## src/rtl/cfg_guard_pkg.sv

```systemverilog
`timescale 1ns/1ps
package cfg_guard_pkg;

    localparam int unsigned DATA_W   = 32;
    localparam int unsigned KEY_LSB  = 24;
    localparam int unsigned CTRL_W   = 9;

    localparam logic [DATA_W-1:0] OPEN_WORD  = 32'hC5AF_6927;
    localparam logic [DATA_W-1:0] CLOSE_WORD = 32'h0000_0000;
    localparam logic [7:0]        WR_KEY     = 8'h5A;

    typedef struct packed {
        logic       supply_sel;
        logic [7:0] sw_closed;
    } ctrl_t;

endpackage

```

## src/rtl/cfg_guard_lock.sv

```systemverilog
`timescale 1ns/1ps
module cfg_guard_lock #(
    parameter int unsigned IDLE_LIMIT = 32
) (
    input  logic clk,
    input  logic rst_n,
    input  logic open_wr,
    input  logic close_wr,
    input  logic sec_wr,
    output logic locked
);
    localparam int unsigned CNT_W = (IDLE_LIMIT > 1) ? $clog2(IDLE_LIMIT) : 1;
    localparam logic [CNT_W-1:0] LAST_IDLE = CNT_W'(IDLE_LIMIT - 1);

    typedef struct packed {
        logic             locked;
        logic [CNT_W-1:0] idle;
    } lock_st_t;

    lock_st_t st_d, st_q;

    always_comb begin
        st_d = st_q;
        if (open_wr) begin
            st_d.locked = 1'b0;
            st_d.idle   = '0;
        end else if (close_wr) begin
            st_d.locked = 1'b1;
            st_d.idle   = '0;
        end else if (!st_q.locked) begin
            if (sec_wr) begin
                st_d.idle = '0;
            end else if (st_q.idle == LAST_IDLE) begin
                st_d.locked = 1'b1;
                st_d.idle   = '0;
            end else begin
                st_d.idle = st_q.idle + 1'b1;
            end
        end
    end

    always_ff @(posedge clk or negedge rst_n) begin
        if (!rst_n) begin
            st_q <= '{locked: 1'b1, idle: '0};
        end else begin
            st_q <= st_d;
        end
    end

    assign locked = st_q.locked;

endmodule

```

## src/rtl/cfg_guard_bank.sv

```systemverilog
`timescale 1ns/1ps
module cfg_guard_bank
    import cfg_guard_pkg::*;
#(
    parameter int unsigned N_SEC = 4,
    parameter int unsigned IDX_W = 2
) (
    input  logic                         clk,
    input  logic                         rst_n,
    input  logic                         wr_go,
    input  logic [IDX_W-1:0]             wr_idx,
    input  logic [DATA_W-1:0]            wr_data,
    output logic [N_SEC-1:0][DATA_W-1:0] regs
);
    typedef struct packed {
        logic [N_SEC-1:0][DATA_W-1:0] r;
    } bank_st_t;

    bank_st_t        bank_d, bank_q;
    logic [N_SEC-1:0] hit;

    for (genvar i = 0; i < N_SEC; i++) begin : g_hit
        assign hit[i] = wr_go && (wr_idx == IDX_W'(i));
    end

    always_comb begin
        bank_d = bank_q;
        for (int i = 0; i < N_SEC; i++) begin
            if (hit[i]) begin
                bank_d.r[i] = wr_data;
            end
        end
    end

    always_ff @(posedge clk or negedge rst_n) begin
        if (!rst_n) begin
            bank_q <= '0;
        end else begin
            bank_q <= bank_d;
        end
    end

    assign regs = bank_q.r;

endmodule

```

## src/rtl/cfg_guard_keyed.sv

```systemverilog
`timescale 1ns/1ps
module cfg_guard_keyed
    import cfg_guard_pkg::*;
(
    input  logic              clk,
    input  logic              rst_n,
    input  logic              wr_hit,
    input  logic [7:0]        wr_key,
    input  logic [CTRL_W-1:0] wr_bits,
    output ctrl_t             ctrl
);
    typedef struct packed {
        ctrl_t ctrl;
    } key_st_t;

    key_st_t key_d, key_q;

    always_comb begin
        key_d = key_q;
        if (wr_hit && (wr_key == WR_KEY)) begin
            key_d.ctrl = ctrl_t'(wr_bits);
        end
    end

    always_ff @(posedge clk or negedge rst_n) begin
        if (!rst_n) begin
            key_q <= '0;
        end else begin
            key_q <= key_d;
        end
    end

    assign ctrl = key_q.ctrl;

endmodule

```

## src/rtl/cfg_guard.sv

```systemverilog
`timescale 1ns/1ps
module cfg_guard
    import cfg_guard_pkg::*;
#(
    parameter int unsigned ADDR_W        = 8,
    parameter int unsigned N_SEC         = 4,
    parameter int unsigned SEC_BASE_WORD = 4,
    parameter int unsigned IDLE_LIMIT    = 32
) (
    input  logic                    clk,
    input  logic                    rst_n,
    input  logic                    wr_en,
    input  logic [ADDR_W-1:0]       wr_addr,
    input  logic [31:0]             wr_data,
    input  logic [ADDR_W-1:0]       rd_addr,
    output logic [31:0]             rd_data,
    output logic                    locked,
    output logic [32*N_SEC-1:0]     sec_regs,
    output logic                    supply_sel,
    output logic [7:0]              sw_closed
);
    localparam int unsigned WORD_W = ADDR_W - 2;
    localparam int unsigned IDX_W  = (N_SEC > 1) ? $clog2(N_SEC) : 1;
    localparam logic [WORD_W-1:0] W_GATE  = WORD_W'(0);
    localparam logic [WORD_W-1:0] W_KEYED = WORD_W'(1);
    localparam logic [WORD_W-1:0] W_SEC   = WORD_W'(SEC_BASE_WORD);
    localparam logic [WORD_W-1:0] W_NSEC  = WORD_W'(N_SEC);

    // write decode
    logic [WORD_W-1:0] wr_word, wr_off;
    logic              wr_ok, gate_wr, open_wr, close_wr, keyed_wr, sec_wr;

    always_comb begin
        wr_word  = wr_addr[ADDR_W-1:2];
        wr_off   = wr_word - W_SEC;
        wr_ok    = wr_en && (wr_addr[1:0] == 2'b00);
        gate_wr  = wr_ok && (wr_word == W_GATE);
        open_wr  = gate_wr && (wr_data == OPEN_WORD);
        close_wr = gate_wr && (wr_data != OPEN_WORD);
        keyed_wr = wr_ok && (wr_word == W_KEYED);
        sec_wr   = wr_ok && (wr_word >= W_SEC) && (wr_off < W_NSEC);
    end

    logic                         lock_q;
    logic [N_SEC-1:0][DATA_W-1:0] sec_q;
    ctrl_t                        ctrl_q;

    cfg_guard_lock #(
        .IDLE_LIMIT (IDLE_LIMIT)
    ) u_lock (
        .clk      (clk),
        .rst_n    (rst_n),
        .open_wr  (open_wr),
        .close_wr (close_wr),
        .sec_wr   (sec_wr),
        .locked   (lock_q)
    );

    cfg_guard_bank #(
        .N_SEC (N_SEC),
        .IDX_W (IDX_W)
    ) u_bank (
        .clk     (clk),
        .rst_n   (rst_n),
        .wr_go   (sec_wr && !lock_q),
        .wr_idx  (wr_off[IDX_W-1:0]),
        .wr_data (wr_data),
        .regs    (sec_q)
    );

    cfg_guard_keyed u_keyed (
        .clk     (clk),
        .rst_n   (rst_n),
        .wr_hit  (keyed_wr),
        .wr_key  (wr_data[KEY_LSB +: 8]),
        .wr_bits (wr_data[CTRL_W-1:0]),
        .ctrl    (ctrl_q)
    );

    // read decode
    logic [WORD_W-1:0] rd_word, rd_off;
    logic              rd_ok, rd_sec;

    always_comb begin
        rd_word = rd_addr[ADDR_W-1:2];
        rd_off  = rd_word - W_SEC;
        rd_ok   = (rd_addr[1:0] == 2'b00);
        rd_sec  = rd_ok && (rd_word >= W_SEC) && (rd_off < W_NSEC);
        rd_data = '0;
        if (rd_ok && (rd_word == W_KEYED)) begin
            rd_data = {{(DATA_W-CTRL_W){1'b0}}, ctrl_q};
        end else if (rd_sec) begin
            rd_data = sec_q[rd_off[IDX_W-1:0]];
        end
    end

    assign locked     = lock_q;
    assign sec_regs   = sec_q;
    assign supply_sel = ctrl_q.supply_sel;
    assign sw_closed  = ctrl_q.sw_closed;

endmodule

```

## config.mk

```make
export PLATFORM = sky130hd
export DESIGN_NAME = cfg_guard
export DESIGN_NICKNAME = d
export VERILOG_FILES = /design/src/rtl/cfg_guard_pkg.sv /design/src/rtl/cfg_guard_lock.sv /design/src/rtl/cfg_guard_bank.sv /design/src/rtl/cfg_guard_keyed.sv /design/src/rtl/cfg_guard.sv
export SDC_FILE = /design/constraint.sdc
export NUM_CORES = 1
export LEC_CHECK = 0
export BUFFER_PORTS_ARGS = -buffer_cell sky130_fd_sc_hd__buf_2
export CORE_ASPECT_RATIO = 0.9
export CORE_MARGIN = 4
export CORE_UTILIZATION = 43
export DETAILED_ROUTE_END_ITERATION = 6
export GPL_ROUTABILITY_DRIVEN = 0
export PLACE_DENSITY = 0.7
export SLEW_MARGIN = 25
export SYNTH_ARGS = -nofsm -noshare
export SYNTH_HDL_FRONTEND = slang
export SYNTH_HIERARCHICAL = 1
export SYNTH_SLANG_ARGS = --single-unit
export TNS_END_PERCENT = 1
```

## constraint.sdc

```tcl
create_clock -name clk -period 2.01 [get_ports clk]
set_input_delay 0.201 -clock clk [delete_from_list [all_inputs] [get_ports clk]]
set_output_delay 0.201 -clock clk [all_outputs]
set_load 0.02 [all_outputs]
```

==> Word level (Yosys, flattened, before mapping) <==
Cells that the tools add are included.
W data, S select, Z words.
{ "word_totals": {"reg_bits": 143, "word_cells": 58} }
{ "op_classes": {"reduce_logical": 21, "muxes": 11, "addsub": 3, "n_eq_ne": 10, "order_cmp": 5} }
{ "ops": {"columns": ["cell", "n"], "rows": [
  ["$mux W32", 3],
  ["$bmux W32 S2", 1],
  ["$eq A32 B32 Y1 const B", 1],
  ["$ne A32 B32 Y1 const B", 1],
  ["$mux W6", 3],
  ["$logic_and A1 B1 Y1", 16],
  ["$eq A6 B1 Y1 const B", 2],
  ["$ge A6 B3 Y1 const B", 2],
  ["$lt A6 B3 Y1 const B", 2],
  ["$sub A6 B3 Y6 const B", 2],
  ["$mux W5", 2],
  ["$eq A8 B7 Y1 const B", 1],
  ["$logic_not A2 Y1", 3],
  ["$logic_not A6 Y1", 1],
  ["$add A5 B1 Y5 const B", 1],
  ["$eq A5 B5 Y1 const B", 1],
  ["$eq A2 B2 Y1 const B", 2],
  ["$lt A2 B3 Y1 const B", 1],
  ["$ne A3 B3 Y1 const B", 1],
  ["$eq A2 B1 Y1 const B", 1],
  ["$mux W1", 2],
  ["$logic_not A1 Y1", 1]
]} }

==> Longest topological paths before layout <==
Gate-level depths: netlist of run 1.
{ "logic_depth": {"ltp_word": 8, "depth_mapped": 6, "depth_no_buf": 6} }

==> Modules after synthesis <==
The synthesis of run 1 kept the hierarchy.
{ "modules_own_cells": {"columns": ["module", "seq_area_each_um2", "n_inst", "cells_per_inst", "area_each_um2"], "rows": [
  ["cfg_guard_bank", 3203.1, 1, 272, 4744.6],
  ["cfg_guard", 0.0, 1, 103, 1232.4],
  ["cfg_guard_keyed", 225.2, 1, 22, 366.6],
  ["cfg_guard_lock", 151.4, 1, 34, 320.3]
]} }

==> Least setup slack after synthesis of run 1 <==
OpenSTA, ideal clock, no wires.
{ "synth_timing": {"path_kind": "input to register", "start": "input wr_addr[5]", "end": "register u_bank.bank_q, in the netlist u_bank/regs[0]", "slack_ns": 0.035, "required_ns": 1.885, "stages": 6, "n_path_buf": 1, "arrival_ns": 1.851, "cell_sequence": "nor4b_1 -> nand2_1 -> nor3_1 -> nor3b_2 -> buf_4 -> mux2_2"} }
{ "synth_via": {"elab_chain_len": 5, "elab_cells_between_ends": 7} }
{ "synth_lines": {"columns": ["element", "line", "source"], "rows": [
  ["start: declaration", "cfg_guard.sv:13", "input logic [ADDR_W-1:0] wr_addr,"],
  ["$sub A6 B3 Y6 or $ge A6 B3 Y1 (tied branches)", "cfg_guard.sv:35, cfg_guard.sv:41", null],
  ["$lt A6 B3 Y1 or $logic_and A1 B1 Y1 (tied branches)", "cfg_guard.sv:41", "sec_wr = wr_ok && (wr_word >= W_SEC) && (wr_off < W_NSEC);"],
  ["$logic_and A1 B1 Y1 (*)", "cfg_guard.sv:41", null],
  ["$logic_and A1 B1 Y1 (*)", "cfg_guard.sv:65", ".wr_go (sec_wr && !lock_q),"],
  ["$logic_and A1 B1 Y1 (*)", "cfg_guard_bank.sv:23", "assign hit[i] = wr_go && (wr_idx == IDX_W'(i));"],
  ["end signal: assignment", "cfg_guard_bank.sv:39", "bank_q <= bank_d;"],
  ["end: declaration", "cfg_guard_bank.sv:19", "bank_st_t bank_d, bank_q;"]
]} }
Every way passes the cells marked *; elsewhere a longest branch is shown, timed or not.
A chain may end at the register's enable or synchronous reset.

==> Worst setup path after layout of run 1 <==
{ "layout_timing": {"start": "register u_lock/st_q[0] (netlist name)", "end": "register u_lock/st_q[3] (netlist name)"} }
{ "layout_via": {"elab_chain_len": 6, "elab_cells_between_ends": 7} }
{ "layout_lines": {"columns": ["element", "line", "source"], "rows": [
  ["start: declaration", "cfg_guard_lock.sv:20", "lock_st_t st_d, st_q;"],
  ["start signal: assignment", "cfg_guard_lock.sv:44", "st_q <= '{locked: 1'b1, idle: '0};"],
  ["start signal: assignment", "cfg_guard_lock.sv:46", "st_q <= st_d;"],
  ["$add A5 B1 Y5 or $eq A5 B5 Y1 (tied branches)", "cfg_guard_lock.sv:37, cfg_guard_lock.sv:33", null],
  ["$mux W5 (*)", "cfg_guard_lock.sv:33", "end else if (st_q.idle == LAST_IDLE) begin"],
  ["$mux W5 (*)", "cfg_guard_lock.sv:31", "if (sec_wr) begin"],
  ["$mux W6 (*)", "cfg_guard_lock.sv:30", "end else if (!st_q.locked) begin"],
  ["$mux W6 (*)", "cfg_guard_lock.sv:27", "end else if (close_wr) begin"],
  ["$mux W6 (*)", "cfg_guard_lock.sv:24", "if (open_wr) begin"]
]} }
Every way passes the cells marked *; elsewhere a longest branch is shown, timed or not. The select of a mux whose other input is x is not followed.

==> reports/results.txt, run 1 <==
Highest clock rate -> 0.5197 GHz
Latest clock arrival within the worst-skew pair -> 0.42 ns
Compound-Gate Fraction of Synth Area -> 0.01915
Largest net degree at the start of global routing -> 58
RSZ-0062 raised after global routing -> false
Synth Area in Simple Gates -> 0.07154
Leading area contributor after synthesis -> dfrtp_1
Filler Cell Count -> 1214
Chip width -> 139.2 µm
Outcome -> complete, no violations
Synth Instances -> 431
Root buf cell -> clkbuf_16
Antenna violations before repair -> 0
Post-synthesis mux area share -> 0.3413
Setup ws final -> 0.08572 ns
Max transition margin -> 0.6379
Fin crit share -> 0.9574
CP endpoint kind -> flip-flop
Worst Skew -> 0.004440 ns
Leak -> 4.802 nW
Antenna-violating nets left -> 0
Final net count -> 720
Total Power -> 0.007226 W
First-pass GRT wire length -> 29460 µm
Antenna diodes -> 0
Post-synthesis xor/xnor area fraction -> 0
Setup tns final -> 0 ns
Critical path fanouts, max -> 4
Sw Pwr -> 0.001903 W
Register share of total power -> 0.449
Setup violators final -> 0
Routed wire length -> 18190 µm
Post-route DRC -> 0
Max Slew Vio Count -> 0
Area share of fa/ha/maj cells after synthesis -> 0.003755
Port bufs -> 220
Pre-CTS WS -> -0.1255 ns
I/O pin count -> 221
Worst EP arrival -> 2.26 ns
Clock Power Share -> 0.404
Core Rows -> 42
Post-synth top area share -> 0.5332
H-tree levels -> 4
Drt pass-1 iters -> 4
CP Class -> flip-flop to flip-flop
Clock slew seen by the registers of the worst setup and hold paths -> 0.06 ns
Clock sink count -> 143
Die area -> 17560 µm²
Grt ovf -> 0
Tmin final -> 1.924 ns
CP required -> 2.35 ns
Synth Cell Area -> 6664 µm²
Worst hold path class -> input port to flip-flop
Sw frac -> 0.2634
CP startpoint kind -> flip-flop
Final hold violation count -> 0
Synthesis Warnings -> 6
CTS buffer count -> 17
Mapped Avg Cell Area -> 15.46 µm²
GRT Util Overall -> 0.2145
Layout cells sized above 1 -> 0.6515
Seq cells post-synth -> 143
Core Footprint -> 14920 µm²
Combinational share of power -> 0.147
Via Count -> 4743
Vias per cell -> 5.402
Area contributors post-synth -> dfrtp_1, mux2_2, mux4_2
Initial DRC count -> 227
Number of global-route vias before repair -> 5152
HPWL after DPL -> 13150 µm
CTS tree -> yes
Synth unique cells -> 40
Largest family of logic cells by synthesized area -> multiplexers
Peak supply drop -> 0.5846 mV
Register area share after synthesis -> 0.5372
Synth-to-Final Area Change -> 30.81%
Reg area -> 3580 µm²
Max clock buf depth -> 2
Syn Nets -> 484
Pwr Density -> 829.0 nW/µm²
Max-cap violations -> 0
Slew @ Worst Pin -> 0.5359 ns
Wire per inst -> 20.71 µm
Initial Utilization -> 0.4465
Final core occ -> 0.5841
Multi-input gate area -> 2920 µm²
Int Power -> 0.005323 W
DIE HEIGHT -> 126.1 µm
cell type report:
cell class	count	share of cell area
Timing Repair Buffer	244	0.1623
Multi-Input combinational cell	260	0.3350
Inverter	1	0.0004306
Sequential cell	143	0.4106
Clock buffer	27	0.06000
Tap cell	198	0.02842
Clock inverter	5	0.003158
cell usage in the layout, fill, tap and decap left out, types with 6 or more instances in the layout:
| cell type | count |
|---|---|
| clkbuf_8 | 6 |
| buf_2 | 219 |
| dfrtp_1 | 142 |
| nor4bb_1 | 7 |
| buf_12 | 10 |
| a22o_1 | 9 |
| buf_4 | 13 |
| mux2_2 | 135 |
| clkbuf_16 | 17 |
| nor2_1 | 10 |
| and2_1 | 23 |
| mux4_2 | 29 |
power by group through the flow:
stage               logic, W  clock network (W)  registers, W
floorplan           0.000424                  0       0.00344
global placement    0.000993                  0       0.00328
detailed placement   0.00104                  0       0.00329
CTS                  0.00104            0.00298       0.00324
global route         0.00117            0.00313       0.00327
finish               0.00106            0.00292       0.00324
per-layer routing:
layer  vias to the layer above  GRT usage  share of wire
met1                      2457     0.2866           0.44
met5                         -          0              0
met4                         0    0.07077          0.015
met2                       162     0.3394           0.48
met3                        23    0.06217          0.066
li1                       2101          -              -
final timing paths:
path                       cells past startpoint                   startpoint  slack [ns]                      endpoint
min reg2reg                                    1  u_bank/regs[90]$_DFFE_PN0P_        0.53   u_bank/regs[90]$_DFFE_PN0P_
max reg2reg                                    6   u_lock/st_q[0]$_DFFE_PN0P_        0.09    u_lock/st_q[3]$_DFFE_PN0P_
min                                            2                  wr_data[22]        0.08  u_bank/regs[118]$_DFFE_PN0P_
max                                            6   u_lock/st_q[0]$_DFFE_PN0P_        0.09    u_lock/st_q[3]$_DFFE_PN0P_
min in group asynchronous                      2                        rst_n        0.23   u_bank/regs[97]$_DFFE_PN0P_
max in group asynchronous                      3                        rst_n        1.13       u_lock/locked$_DFF_PN1_
cell usage after synthesis, drive strengths merged:
| cell type | number |
|---|---|
| dfrtp | 142 |
| mux2 | 137 |
| mux4 | 32 |
| and2 | 23 |
| buf | 22 |
| nor2 | 11 |
| a22o | 9 |
| nor4bb | 7 |
| clkbuf | 5 |
| a21oi | 4 |
| nor3b | 4 |
| and4 | 3 |
| nand2 | 3 |
| nand3 | 3 |
| nor3 | 3 |
| and3 | 2 |
| ha | 2 |
| nand3b | 2 |
| nand4 | 2 |
| nand4b | 2 |
| a22oi | 1 |
| a31oi | 1 |
| and4bb | 1 |
| dfstp | 1 |
| inv | 1 |
| nand2b | 1 |
| nor2b | 1 |
| nor4 | 1 |
| nor4b | 1 |
| o21ai | 1 |
| o21ba | 1 |
| or2 | 1 |
| or4b | 1 |
registers in the layout (all words and copies together), names as in the netlist:
signal	cells
u_bank/regs	128
u_keyed/ctrl	9
u_lock/locked	1
u_lock/st_q	5
critical path, cell delays in order (launching register included):
cell     delay, ns
dfrtp_1       0.42
ha_1          0.25
and3_1        0.21
ha_2          0.19
nor2_2        0.16
or4b_1        0.45
a31oi_1       0.17
cells by family after synthesis:
logic type | after synthesis
and+or+nand+nor | 72
muxes | 169
adders and majority gates | 2
buffers and inverters | 28
AOI/OAI and AO/OA | 17
DFF | 143
per-stage QoR:
| stage | instance area [µm²] | std cells | hold WS [ns] |
|---|---|---|---|
| finish | 8717 | 878 | 0.07566 |
| global route | 8717 | 878 | 0.05741 |
| CTS | 8697 | 876 | 0.06058 |
| detailed placement | 8137 | 843 | 0.1058 |
| global placement | 8137 | 843 | 0.1016 |
| floorplan | 6664 | 431 | -0.09459 |
what timing repair did:
| item | CTS | global route |
|---|---|---|
| hold buffers | 1 | 0 |
| endpoints found under the hold margin | 30 | 0 |
| buffers inserted | 0 | 2 |
| endpoints found under the setup margin | 0 | 1 |
| gates resized for setup | 0 | 2 |
(Power assumes the default switching activity.)
==> run 2, diff against run 1 <==
- CELL_PAD_IN_SITES_DETAIL_PLACEMENT: default -> 1
- CELL_PAD_IN_SITES_GLOBAL_PLACEMENT: default -> 2
- CORE_UTILIZATION: 43 -> 34
- PLACE_DENSITY: 0.7 -> default
- PLACE_DENSITY_LB_ADDON: default -> 0.1
==> reports/results.txt, run 2 (synthesis gave the netlist of run 1 again) <==
Setup violators final -> 0 (unchanged)
DIE HEIGHT -> 140.8 µm (was 126.1 µm)
GRT Util Overall -> 0.1863 (was 0.2145)
Tmin final -> 1.931 ns (was 1.924 ns)
Clock slew seen by the registers of the worst setup and hold paths -> 0.06 ns (about the same)
Fin Hold WS -> 0.07316 ns (was 0.07566 ns)
Drt pass-1 iters -> 4 (unchanged)
Max transition margin -> 0.5797 (was 0.6379)
Post-route DRC -> 0 (unchanged)
Slew @ Worst Pin -> 0.6305 ns (was 0.5359 ns)
Final hold violation count -> 0 (unchanged)
Chip width -> 155.6 µm (was 139.2 µm)
Max Slew Vio Count -> 0 (unchanged)
Number of global-route vias before repair -> 5232 (was 5152)
Layout cells sized above 1 -> 0.6549 (was 0.6515)
Leak -> 4.858 nW (was 4.802 nW)
Die area -> 21910 µm² (was 17560 µm²)
Setup tns final -> 0 ns (unchanged)
Synth-to-Final Area Change -> 33.53% (was 30.81%)
Routed wire length -> 20090 µm (was 18190 µm)
Core Rows -> 48 (was 42)
Number of flip-flops in the largest register -> 128 (unchanged)
HPWL after DPL -> 14650 µm (was 13150 µm)
Port bufs -> 220 (unchanged)
Worst hold path class -> input port to flip-flop (unchanged)
Wire per inst -> 21.55 µm (was 20.71 µm)
CTS tree -> yes (unchanged)
Max clock buf depth -> 2 (unchanged)
Worst EP arrival -> 1.73 ns (was 2.26 ns)
Outcome -> complete, no violations (unchanged)
Commonest non-fill, non-tap cell in the layout -> buf_2 (unchanged)
Placed insts -> 898 (was 843)
First-pass GRT wire length -> 31390 µm (was 29460 µm)
CP required -> 1.81 ns (was 2.35 ns)
Worst Skew -> 0.007549 ns (was 0.004440 ns)
Latest clock arrival within the worst-skew pair -> 0.42 ns (about the same)
I/O pin count -> 221 (unchanged)
CP peak stage delay -> 0.50 ns (was 0.45 ns)
Final net count -> 721 (was 720)
Filler Cell Count -> 2018 (was 1214)
Largest net degree at the start of global routing -> 62 (was 58)
Fin crit share -> 0.9607 (was 0.9574)
DP Area -> 8249 µm² (was 8137 µm²)
Critical path fanouts, max -> 3 (was 4)
Post-CTS Setup Repair Bufs -> 0 (unchanged)
WP buf/inv -> 1 (was 0)
Antenna violations before repair -> 0 (unchanged)
Peak supply drop -> 0.6052 mV (was 0.5846 mV)
Final core occ -> 0.4630 (was 0.5841)
Antenna-violating nets left -> 0 (unchanged)
H-tree levels -> 4 (unchanged)
CP startpoint kind -> flip-flop (unchanged)
Slowest-stage cell, CP -> mux4_1 (was or4b_1)
CP Class -> flip-flop to output port (was flip-flop to flip-flop)
Via Count -> 4772 (was 4743)
Grt ovf -> 0 (unchanged)
CP endpoint kind -> output port (was flip-flop)
Non-Filler Instances -> 932 (was 878)
Vias per cell -> 5.120 (was 5.402)
Most frequent cells in the layout -> buf_2, dfrtp_1, mux2_2 (unchanged)
Initial Utilization -> 0.3467 (was 0.4465)
Final instance area -> 8899 µm² (was 8717 µm²)
Core Footprint -> 19220 µm² (was 14920 µm²)
CP Cell Sequence -> mux4_1, a22o_1, buf_2 (was ha_1, and3_1, ha_2, nor2_2, or4b_1, a31oi_1)
Highest clock rate -> 0.5179 GHz (was 0.5197 GHz)
Initial DRC count -> 168 (was 227)
Cell family with most CP delay -> multiplexers (was simple AND/OR/NAND/NOR gates)
Max-cap violations -> 0 (unchanged)
Pwr Density -> 864.0 nW/µm² (was 829.0 nW/µm²)
Clock sink count -> 143 (unchanged)
CTS buffer count -> 17 (unchanged)
Root buf cell -> clkbuf_16 (unchanged)
RSZ-0062 raised after global routing -> false (unchanged)
run 2: cell types whose count changed in the layout (fill, tap and decap cells not counted), sizes merged:
cell / change
clkbuf: -9
diode: +1
inv: +4
bufinv: +4
clkinv: +1
buf: +1
run 2: through the flow:
stage	total power [W]	setup WS (ns)
after floorplan	0.003861	0.03453
after global placement	0.004301	-0.05222
after detailed placement	0.004348	-0.1124
after CTS	0.007799	0.06190
after global routing	0.008064	0.02632
final	0.007688	0.07906
run 2: final timing paths:
path | from | to | slack, ns | depth (start not counted)
setup / recovery | u_bank/regs[72]$_DFFE_PN0P_ | rd_data[8] | 0.08 | 3
hold / removal | wr_data[23] | u_bank/regs[55]$_DFFE_PN0P_ | 0.07 | 2
setup reg to reg | u_lock/st_q[0]$_DFFE_PN0P_ | u_lock/st_q[3]$_DFFE_PN0P_ | 0.13 | 6
hold reg to reg | u_bank/regs[78]$_DFFE_PN0P_ | u_bank/regs[78]$_DFFE_PN0P_ | 0.52 | 1
max in group asynchronous | rst_n | u_bank/regs[73]$_DFFE_PN0P_ | 1.06 | 3
min in group asynchronous | rst_n | u_bank/regs[108]$_DFFE_PN0P_ | 0.34 | 2
run 2: cell type report:
type / instances / area [µm²] / area share
sequential: 143 / 3580 / 0.4023
multi-input combinational: 260 / 2918 / 0.3279
timing repair buffer: 245 / 1448 / 0.1627
clock buffer: 18 / 429.2 / 0.04823
tap: 250 / 312.8 / 0.03515
clock inverter: 14 / 205.2 / 0.02306
inverter: 1 / 3.754 / 0.0004218
antenna: 1 / 2.502 / 0.0002812
run 2: where the power goes:
part,switching (W),internal (W)
Combinational,0.000579,0.000453
Clock,0.00131,0.00210
Sequential,0.000167,0.00308
Total,0.00205,0.00564
run 2: repair_timing:
item / in CTS / in global routing
gates resized for setup: 0 / 1
hold endpoints to repair: 55 / 0
endpoints found under the setup margin: 0 / 1
hold buffers: 1 / 0
run 2: per-layer routing:
metal | GRT usage | share of wire | vias up
met2 | 0.3052 | 0.49 | 134
met4 | 0.04284 | 0.0076 | 0
li1 | - | - | 2101
met5 | 0 | 0 | -
met1 | 0.2494 | 0.45 | 2521
met3 | 0.04942 | 0.054 | 16
